### src/rtl/seq_pkg.sv
package seq_pkg;

  typedef enum logic [3:0] {
    OP_NOP  = 4'h0, OP_LDI  = 4'h1, OP_PUT  = 4'h2, OP_GET  = 4'h3,
    OP_JSEG = 4'h4, OP_DSEG = 4'h5, OP_DOFS = 4'h6, OP_LD   = 4'h7,
    OP_ST   = 4'h8, OP_ALU  = 4'h9, OP_JMP  = 4'hA, OP_JZ   = 4'hB,
    OP_JGT  = 4'hC, OP_JLT  = 4'hD, OP_JOV  = 4'hE, OP_HALT = 4'hF
  } opcode_t;

  localparam int FLAG_ZERO = 0;
  localparam int FLAG_LT   = 1;
  localparam int FLAG_GT   = 2;
  localparam int FLAG_OVF  = 3;

  typedef enum logic [1:0] {
    ASRC_HOLD, ASRC_LIT, ASRC_REG, ASRC_ALU
  } asrc_t;

  typedef struct packed {
    asrc_t a_src;
    logic  r_we;
    logic  jseg_we;
    logic  dseg_we;
    logic  dofs_we;
    logic  mem_re;
    logic  mem_we;
    logic  alu_go;
    logic  take;
    logic  halt;
  } ctrl_t;

endpackage

### src/rtl/seq_decode.sv
module seq_decode
  import seq_pkg::*;
#(
  parameter int DW = 4
) (
  input  logic [2*DW-1:0] instr,
  input  logic [3:0]      flags,
  input  logic            en,
  output ctrl_t           ctrl
);

  opcode_t op;
  assign op = opcode_t'(instr[2*DW-1 -: 4]);

  always_comb begin
    ctrl = '0;
    ctrl.a_src = ASRC_HOLD;
    if (en) begin
      unique case (op)
        OP_NOP:  ;
        OP_LDI:  ctrl.a_src   = ASRC_LIT;
        OP_PUT:  ctrl.r_we    = 1'b1;
        OP_GET:  ctrl.a_src   = ASRC_REG;
        OP_JSEG: ctrl.jseg_we = 1'b1;
        OP_DSEG: ctrl.dseg_we = 1'b1;
        OP_DOFS: ctrl.dofs_we = 1'b1;
        OP_LD:   ctrl.mem_re  = 1'b1;
        OP_ST:   ctrl.mem_we  = 1'b1;
        OP_ALU: begin
          ctrl.alu_go = 1'b1;
          ctrl.a_src  = ASRC_ALU;
        end
        OP_JMP:  ctrl.take = 1'b1;
        OP_JZ:   ctrl.take = flags[FLAG_ZERO];
        OP_JGT:  ctrl.take = flags[FLAG_GT];
        OP_JLT:  ctrl.take = flags[FLAG_LT];
        OP_JOV:  ctrl.take = flags[FLAG_OVF];
        OP_HALT: ctrl.halt = 1'b1;
        default: ;
      endcase
    end
  end

endmodule

### src/rtl/seq_regfile.sv
module seq_regfile #(
  parameter int DW    = 4,
  parameter int NREGS = 4,
  localparam int RIW  = $clog2(NREGS)
) (
  input  logic           clk,
  input  logic           rst,
  input  logic           a_we,
  input  logic [DW-1:0]  a_val,
  input  logic           n_we,
  input  logic [RIW-1:0] sel,
  input  logic           ld_pend,
  input  logic [DW-1:0]  ld_data,
  output logic [DW-1:0]  a_eff,
  output logic [DW-1:0]  b_val,
  output logic [DW-1:0]  sel_val
);

  logic [DW-1:0] regs [NREGS];

  // A pending load result overrides the stored accumulator for one cycle
  assign a_eff = ld_pend ? ld_data : regs[0];

  for (genvar g = 0; g < NREGS; g++) begin : g_reg
    if (g == 0) begin : g_acc
      always_ff @(posedge clk) begin
        if (rst)       regs[g] <= '0;
        else if (a_we) regs[g] <= a_val;
        else           regs[g] <= a_eff;
      end
    end else begin : g_gen
      always_ff @(posedge clk) begin
        if (rst)                            regs[g] <= '0;
        else if (n_we && sel == RIW'(g))    regs[g] <= a_eff;
      end
    end
  end

  assign b_val   = regs[1];
  assign sel_val = (sel == '0) ? a_eff : regs[sel];

endmodule

### src/rtl/seq_ctlregs.sv
module seq_ctlregs #(
  parameter int DW = 4
) (
  input  logic          clk,
  input  logic          rst,
  input  logic          jseg_we,
  input  logic          dseg_we,
  input  logic          dofs_we,
  input  logic          flags_we,
  input  logic [DW-1:0] lit,
  input  logic [3:0]    alu_flags,
  output logic [DW-1:0] jseg,
  output logic [DW-1:0] dseg,
  output logic [DW-1:0] dofs,
  output logic [3:0]    flags
);

  always_ff @(posedge clk) begin
    if (rst) begin
      jseg  <= '0;
      dseg  <= '0;
      dofs  <= '0;
      flags <= '0;
    end else begin
      if (jseg_we)  jseg  <= lit;
      if (dseg_we)  dseg  <= lit;
      if (dofs_we)  dofs  <= lit;
      if (flags_we) flags <= alu_flags;
    end
  end

endmodule

### src/rtl/seq_ptr.sv
module seq_ptr #(
  parameter int DW = 4,
  localparam int AW = 2 * DW
) (
  input  logic          clk,
  input  logic          rst,
  input  logic          halt,
  input  logic          take,
  input  logic [DW-1:0] jseg,
  input  logic [DW-1:0] lit,
  output logic [AW-1:0] ip,
  output logic          halted
);

  always_ff @(posedge clk) begin
    if (rst) begin
      ip     <= '0;
      halted <= 1'b0;
    end else if (!halted) begin
      if (halt)      halted <= 1'b1;
      else if (take) ip     <= {jseg, lit};
      else           ip     <= ip + AW'(1);
    end
  end

endmodule

### src/rtl/seg_acc_seq.sv
module seg_acc_seq
  import seq_pkg::*;
#(
  parameter int DW    = 4,
  parameter int NREGS = 4,
  localparam int AW   = 2 * DW,
  localparam int RIW  = $clog2(NREGS)
) (
  input  logic          clk,
  input  logic          rst,
  output logic [AW-1:0] imem_addr,
  input  logic [AW-1:0] imem_data,
  output logic [AW-1:0] dmem_addr,
  output logic          dmem_we,
  output logic          dmem_re,
  output logic [DW-1:0] dmem_wdata,
  input  logic [DW-1:0] dmem_rdata,
  output logic          alu_go,
  output logic [3:0]    alu_cmd,
  output logic [DW-1:0] alu_x,
  output logic [DW-1:0] alu_y,
  input  logic [DW-1:0] alu_result,
  input  logic [3:0]    alu_flags
);

  ctrl_t         ctrl;
  logic          halted;
  logic          ld_pend;
  logic [DW-1:0] lit;
  logic [DW-1:0] jseg, dseg, dofs;
  logic [3:0]    flags;
  logic [DW-1:0] a_eff, b_val, sel_val, a_val;

  assign lit = imem_data[DW-1:0];

  seq_decode #(.DW(DW)) u_dec (
    .instr (imem_data),
    .flags (flags),
    .en    (!halted && !rst),
    .ctrl  (ctrl)
  );

  seq_ctlregs #(.DW(DW)) u_ctl (
    .clk       (clk),
    .rst       (rst),
    .jseg_we   (ctrl.jseg_we),
    .dseg_we   (ctrl.dseg_we),
    .dofs_we   (ctrl.dofs_we),
    .flags_we  (ctrl.alu_go),
    .lit       (lit),
    .alu_flags (alu_flags),
    .jseg      (jseg),
    .dseg      (dseg),
    .dofs      (dofs),
    .flags     (flags)
  );

  always_comb begin
    unique case (ctrl.a_src)
      ASRC_LIT: a_val = lit;
      ASRC_REG: a_val = sel_val;
      ASRC_ALU: a_val = alu_result;
      default:  a_val = a_eff;
    endcase
  end

  seq_regfile #(.DW(DW), .NREGS(NREGS)) u_rf (
    .clk     (clk),
    .rst     (rst),
    .a_we    (ctrl.a_src != ASRC_HOLD),
    .a_val   (a_val),
    .n_we    (ctrl.r_we),
    .sel     (lit[RIW-1:0]),
    .ld_pend (ld_pend),
    .ld_data (dmem_rdata),
    .a_eff   (a_eff),
    .b_val   (b_val),
    .sel_val (sel_val)
  );

  seq_ptr #(.DW(DW)) u_ptr (
    .clk    (clk),
    .rst    (rst),
    .halt   (ctrl.halt),
    .take   (ctrl.take),
    .jseg   (jseg),
    .lit    (lit),
    .ip     (imem_addr),
    .halted (halted)
  );

  always_ff @(posedge clk) begin
    if (rst) ld_pend <= 1'b0;
    else     ld_pend <= ctrl.mem_re;
  end

  assign dmem_addr  = {dseg, dofs};
  assign dmem_we    = ctrl.mem_we;
  assign dmem_re    = ctrl.mem_re;
  assign dmem_wdata = a_eff;
  assign alu_go     = ctrl.alu_go;
  assign alu_cmd    = imem_data[3:0];
  assign alu_x      = a_eff;
  assign alu_y      = b_val;

endmodule

### config.mk
export PLATFORM = sky130hd
export DESIGN_NAME = seg_acc_seq
export DESIGN_NICKNAME = d
export VERILOG_FILES = /design/src/rtl/seq_pkg.sv /design/src/rtl/seq_decode.sv /design/src/rtl/seq_regfile.sv /design/src/rtl/seq_ctlregs.sv /design/src/rtl/seq_ptr.sv /design/src/rtl/seg_acc_seq.sv
export SDC_FILE = /design/constraint.sdc
export NUM_CORES = 1
export LEC_CHECK = 0
export BUFFER_PORTS_ARGS = -buffer_cell sky130_fd_sc_hd__clkbuf_2
export CELL_PAD_IN_SITES_DETAIL_PLACEMENT = 0
export CELL_PAD_IN_SITES_GLOBAL_PLACEMENT = 1
export CORE_MARGIN = 1
export CORE_UTILIZATION = 36
export DETAILED_ROUTE_END_ITERATION = 16
export GPL_TIMING_DRIVEN = 0
export PLACE_DENSITY_LB_ADDON = 0.1
export SETUP_SLACK_MARGIN = 0.4
export SYNTH_ARGS = -nofsm -noshare
export SYNTH_HDL_FRONTEND = slang
export SYNTH_SLANG_ARGS = --single-unit
### constraint.sdc
create_clock -name clk -period 1.7 [get_ports clk]
set_input_delay 0.17 -clock clk [delete_from_list [all_inputs] [get_ports clk]]
set_output_delay 0.17 -clock clk [all_outputs]
set_load 0.03 [all_outputs]
=== Word-level counts from Yosys, hierarchy flattened ===
Memories as Yosys holds them, arrays and structs flattened.
Index checks and enable logic that the tools add are counted.

* Register bits: 26
* Bits in writable memories: 16
* Bits of input ports: 22
* Word-level logic and storage cells: 85
* Memories: 1

{| class="wikitable"
|+ Memories
! name !! words !! bits a word !! rd ports !! clocked after memory_dff !! write ports !! RTL line !! text
|-
| u_rf.regs || 4 || 4 || 3 || 0 || 4 || seq_regfile.sv:19 || <nowiki>logic [DW-1:0] regs [NREGS];</nowiki>
|}

* Add/sub/neg operators: 1
* Eq/ne operators: 21
* Muxes and demuxes: 39
* Bitwise logic cells: 7
* Reduce and logical (&&, ||, !) cells: 9

{| class="wikitable"
|+ Operator list
! cell !! number
|-
| equality test 4 bit, second input constant || 8
|-
| 2-to-1 mux 4 bit || 7
|-
| 2-to-1 mux 1 bit || 27
|-
| equality test 4 x 3 -> 1 bit, second input constant || 4
|-
| one-hot mux 4 bit (3 select lines) || 1
|-
| 2-to-1 mux 11 bit || 1
|-
| adder 8 x 1 -> 8 bit, second input constant || 1
|-
| equality test 2 bit, second input constant || 4
|-
| equality test 4 x 2 -> 1 bit, second input constant || 2
|-
| 2-to-1 mux 8 bit || 1
|-
| one-hot mux 2 bit (3 select lines) || 1
|-
| OR 1 bit || 5
|-
| one-hot mux 1 bit (5 select lines) || 1
|-
| equality test 2 x 1 -> 1 bit, second input constant || 2
|-
| equality test 4 x 1 -> 1 bit, second input constant || 1
|-
| logical AND 1 bit || 4
|-
| logical NOT 1 bit || 2
|-
| logical NOT 2 bit || 1
|-
| NOT 1 bit || 2
|-
| AND reduction 2 bit || 1
|-
| nonzero test 2 bit || 1
|}

=== Longest topological paths before layout ===
* Depth in word-level cells: 9
* Depth in mapped cells: 7
* Mapped depth without buffers: 6

=== By module ===
From an unflattened synthesis, not the netlist that was laid out.

* Cells, all modules: 217
* Area total of the unflattened synthesis: 2311.0 µm²

{| class="wikitable"
|+ By module, submodules not included
! module !! instances !! cells an instance !! area each (µm²) !! sequential area each (µm²)
|-
| seq_regfile || 1 || 61 || 867.1 || 480.5
|-
| seq_ctlregs || 1 || 54 || 576.8 || 320.3
|-
| seq_ptr || 1 || 58 || 490.5 || 180.2
|-
| seg_acc_seq || 1 || 16 || 201.4 || 20.0
|-
| seq_decode || 1 || 28 || 175.2 || 0.0
|}

=== Least setup slack after synthesis ===
No wires, ideal clock.

* Path kind: reg2reg
* Start point: register ld_pend
* End point: memory u_rf.regs[0][0], data pin
* Setup time: 275 ps
* Arrival: 1719 ps
* Data required time: 1425 ps
* Path slack: -294 ps
* Stages on the path, launching flop included: 7
* Path buffers: 1
* Cell sequence: dfxtp_1 clkbuf_1 mux2i_1 inv_1 mux4_2 nand2_1 o221ai_1

{| class="wikitable"
|+ RTL lines
! what !! RTL line !! text
|-
| start: declaration || seg_acc_seq.sv:28 || <nowiki>logic ld_pend;</nowiki>
|-
| start signal: assignment || seg_acc_seq.sv:94 || <nowiki>else ld_pend <= ctrl.mem_re;</nowiki>
|-
| end: declaration || seq_regfile.sv:19 ||
|}

=== Worst setup path after layout ===
* Start point: register u_ptr.halted
* End point: output port alu_go

* Longest elaborated chain between the ends: 3

{| class="wikitable"
|+ RTL lines
! what !! RTL line !! text
|-
| start: declaration || seq_ptr.sv:12 || <nowiki>output logic halted</nowiki>
|-
| start signal: assignment || seq_ptr.sv:18 || <nowiki>halted <= 1'b0;</nowiki>
|-
| start signal: assignment || seq_ptr.sv:20 || <nowiki>if (halt) halted <= 1'b1;</nowiki>
|-
| logical NOT 1 bit || - ||
|-
| logical AND 1 bit || seg_acc_seq.sv:39 || <nowiki>.en (!halted && !rst),</nowiki>
|-
| 2-to-1 mux 11 bit || seq_decode.sv:18 || <nowiki>if (en) begin</nowiki>
|-
| end: declaration || seg_acc_seq.sv:18 || <nowiki>output logic alu_go,</nowiki>
|}

Every way passes these cells.

==> results.yml <==
timing:
  setup-tns-final_ps: -1600
  fin_crit_sh_pct: 114
  maxClockFrequency_mhz: 517
  finClkSkew_ps: 2.82
  grt_setup_unrepaired: "yes"
  slew_violations: 0
  setup_violations: 10
  hold_slack_ps: 94.2
  hold_violations: 0
  worst_slack_ps: -236
  worst_pin_slew_ps: 702
  fin_crit_ps: 1940
  relSlewSlack_pct: 52.8
synth:
  synth-seq-area-share_pct: 45.7
  synthFlopType: "dfxtp_1"
  synth_edf_count: 16
  synth-seq-cells: 42
  synth_top_area_share_pct: 23.8
  ys_async_sr_fraction_pct: 0
  ys_warn_count: 0
  synth.top_cells.by_count: "dfxtp_1, nor2_1, mux2i_1, nand3_1, nand2_1"
  synth_area_leaders: "dfxtp_1, edfxtp_1, mux2i_1, nor2_1, nand3_1"
  syn_inst: 224
  synth_cell_type_count: 48
  synth_area_sq_um: 2190
  avgSynthCellArea_sq_um: 9.78
  yosys.area.top_type: "dfxtp_1"
clocking:
  path_clk_slew_ps: 80
  cts.htree.levels: 2
  cts_tree: "done"
  clk_latency_ps: 300
  clk_path_buf_depth: 2
  numClockSinks: 42
  cts-root-buf: "clkbuf_8"
  cts_made_buffers: 5
floorplanning:
  dieArea_sq_um: 6400
  io_pins: 57
  initial_utilization_pct: 37.2
  rows: 28
  die_h_um: 80.0
  core_region_area_sq_um: 5890
  die_x_um: 80.0
power_and_ir_drop:
  intPower_uw: 1720
  p_clk_share_pct: 30.5
  p_leak_uw: 0.00156
  p_per_area_nw_per_um2: 689
  seqPwrFrac_pct: 45.9
  sw_frac_of_total_pct: 28.5
  power.net_switching_uw: 686
  pwr-share-comb_pct: 23.7
  peakVddDrop_mv: 0.495
routing:
  dr_total_vias: 2007
  ant_nets: 0
  routed_wl_mm: 5.92
  drtIter0Drc: 105
  via_per_inst: 5.08
  drt_pass1_iterations: 4
  drc: 0
  wl_per_cell_um: 15.0
global_routing:
  globalRouteMet2Util_pct: 29.4
  overflow: 0
  grt.busiest_layer: "met2"
  grt_pass1_wl_mm: 9.40
  antenna_found_initial: 0
  grt_max_degree: 14
  track_usage_pct: 19.4
  use_met3_pct: 5.03
  grt_pass1_vias: 1856
  use_met1_pct: 27.6
critical_path:
  regToRegSetupSlack_ps: -180
  cp_data_arrival_time_ps: 1770
  required_ps: 1530
  end_kind: "primary output"
  crit_chain: "or2_1, buf_6, or4b_4, inv_2, nand2_4, clkinvlp_4, buf_8"
  crit_fanout: 2
  worstRegToRegCells: 7
  cp-start-kind: "flop"
  r2r_start: "u_ptr.halted$_SDFF_PP0_"
  crit_type: "reg -> out"
  worstReg2RegEnd: "u_rf.regs[0][0]$_DFFE_PP_"
  cp_num_buf_inv: 4
  path_delay_family: "simple AND/OR/NAND/NOR gates"
  crit_slowest_cell: "or4b_4"
  slowest_delay_ps: 480
outcome:
  status: "finished with violations"
  violations: "negative setup slack"
min_path:
  hp-start: "alu_flags[1]"
  min_path_type: "in -> reg"
  hold_path_depth: 2
  holdPathEnd: "u_ctl.flags[1]$_SDFFE_PP0P_"
place:
  io_buffers: 55
  dp_hpwl_mm: 3.95
  place_congestion: 0.791
layout:
  antenna_cells: 0
  area_delta_synth_final_pct: 59.6
  drive_above_1_share_pct: 56.9
  fin_nets: 342
job:
  max_cap_violations: 0
## layout by cell type, fill, tap and decap left out, types with 3 or more instances in the layout
cell / instances
mux4_2: 4
mux2_4: 4
edfxtp_1: 16
o221ai_1: 3
buf_4: 21
inv_4: 4
nor3_4: 4
nor2_4: 4
nand3_1: 8
mux2i_1: 15
nand4_1: 3
nand3_2: 9
clkbuf_2: 46
dfxtp_1: 19
buf_8: 13
dfxtp_4: 3
nor2_1: 15
nor2_2: 7
nand2_1: 15
nand2b_4: 4
clkbuf_8: 7
dfxtp_2: 4
inv_1: 4
conb_1: 4
clkbuf_1: 3
mux2i_4: 4
buf_6: 19
## how the worst max path moves through the flow
stage	startpoint	end	slack, ps	cells past startpoint
after global placement	imem_data[0]	u_rf.regs[0][2]$_DFFE_PP_	-170	5
after global routing	u_ptr.halted$_SDFF_PP0_	alu_go	-310	7
final	u_ptr.halted$_SDFF_PP0_	alu_go	-240	7
after floorplan	ld_pend$_SDFF_PP0_	u_rf.regs[0][0]$_DFFE_PP_	-30	6
after CTS	u_ptr.halted$_SDFF_PP0_	alu_go	-280	7
after detailed placement	imem_data[0]	u_rf.regs[0][2]$_DFFE_PP_	-160	5
## state kept, by name, summed over array words and instances (netlist names)
name and count:
u_ctl.jseg 4, u_rf.regs 16, u_ptr.halted 1, u_ctl.dofs 4, u_ptr.ip 8, ld_pend 1, u_ctl.dseg 4, u_ctl.flags 4
## per-stage QoR
stage	cells	setup slack, ps	power (uW)	util, %	cell area [sq um]
3_3_place_gp	357	-167	1520	46.1	2720
6_report	395	-236	2410	59.4	3490
3_5_place_dp	357	-156	1520	46.1	2720
4_1_cts	389	-281	2380	56.8	3340
2_1_floorplan	227	-31.2	1400	-	2350
5_1_grt	395	-310	2520	59.4	3490
## final cells by class
cell class,count,area (sq um)
Timing Repair Buffer,85,669
Inverter,10,51.3
Tap cell,75,93.8
Clock inverter,2,10.0
Multi-Input combinational cell,152,1350
Sequential cell,42,1020
Clock buffer,6,93.8
Fill cell,517,2390
Buffer,23,205
## kinds of logic after synthesis
kind of cell	after synthesis	share of synthesized area, %
mux	27	15.5
simple gates	98	23.0
xor+xnor	1	0.400
other cells	1	0.171
fa+ha+maj	1	0.571
buf+inv	33	7.71
compound gates	21	6.91
flops	42	45.7
## metal layers
metal	vias to the layer above	routed length [um]
li1	984	-
met1	960	2770
met2	58	2760
met3	5	342
met4	0	44
met5	-	0
## worst reg2reg max path, stage by stage, from the launching register on
cell	delay, ps
dfxtp_2	320
or2_1	230
buf_6	120
buf_4	130
buf_8	130
nor4_1	590
nand2_1	100
o221ai_1	100
## power groups by stage
stage / clock [uW] / sequential, uW / combinational, uW
CTS: 755 / 1100 / 519
global placement: 0 / 1130 / 390
global route: 802 / 1110 / 607
floorplan: 0 / 1160 / 242
detailed placement: 0 / 1130 / 390
finish: 734 / 1100 / 569
## what timing repair did
| action | in CTS | in global routing |
|---|---|---|
| endpoints found under the setup margin | 63 | 63 |
| hold buffers | 0 | 0 |
| resized for setup | 78 | 34 |
| cloned | 1 | 0 |
| buffers inserted | 23 | 6 |
| pin swaps | 17 | 9 |
No activity file was read; power rests on OpenSTA's default activity.
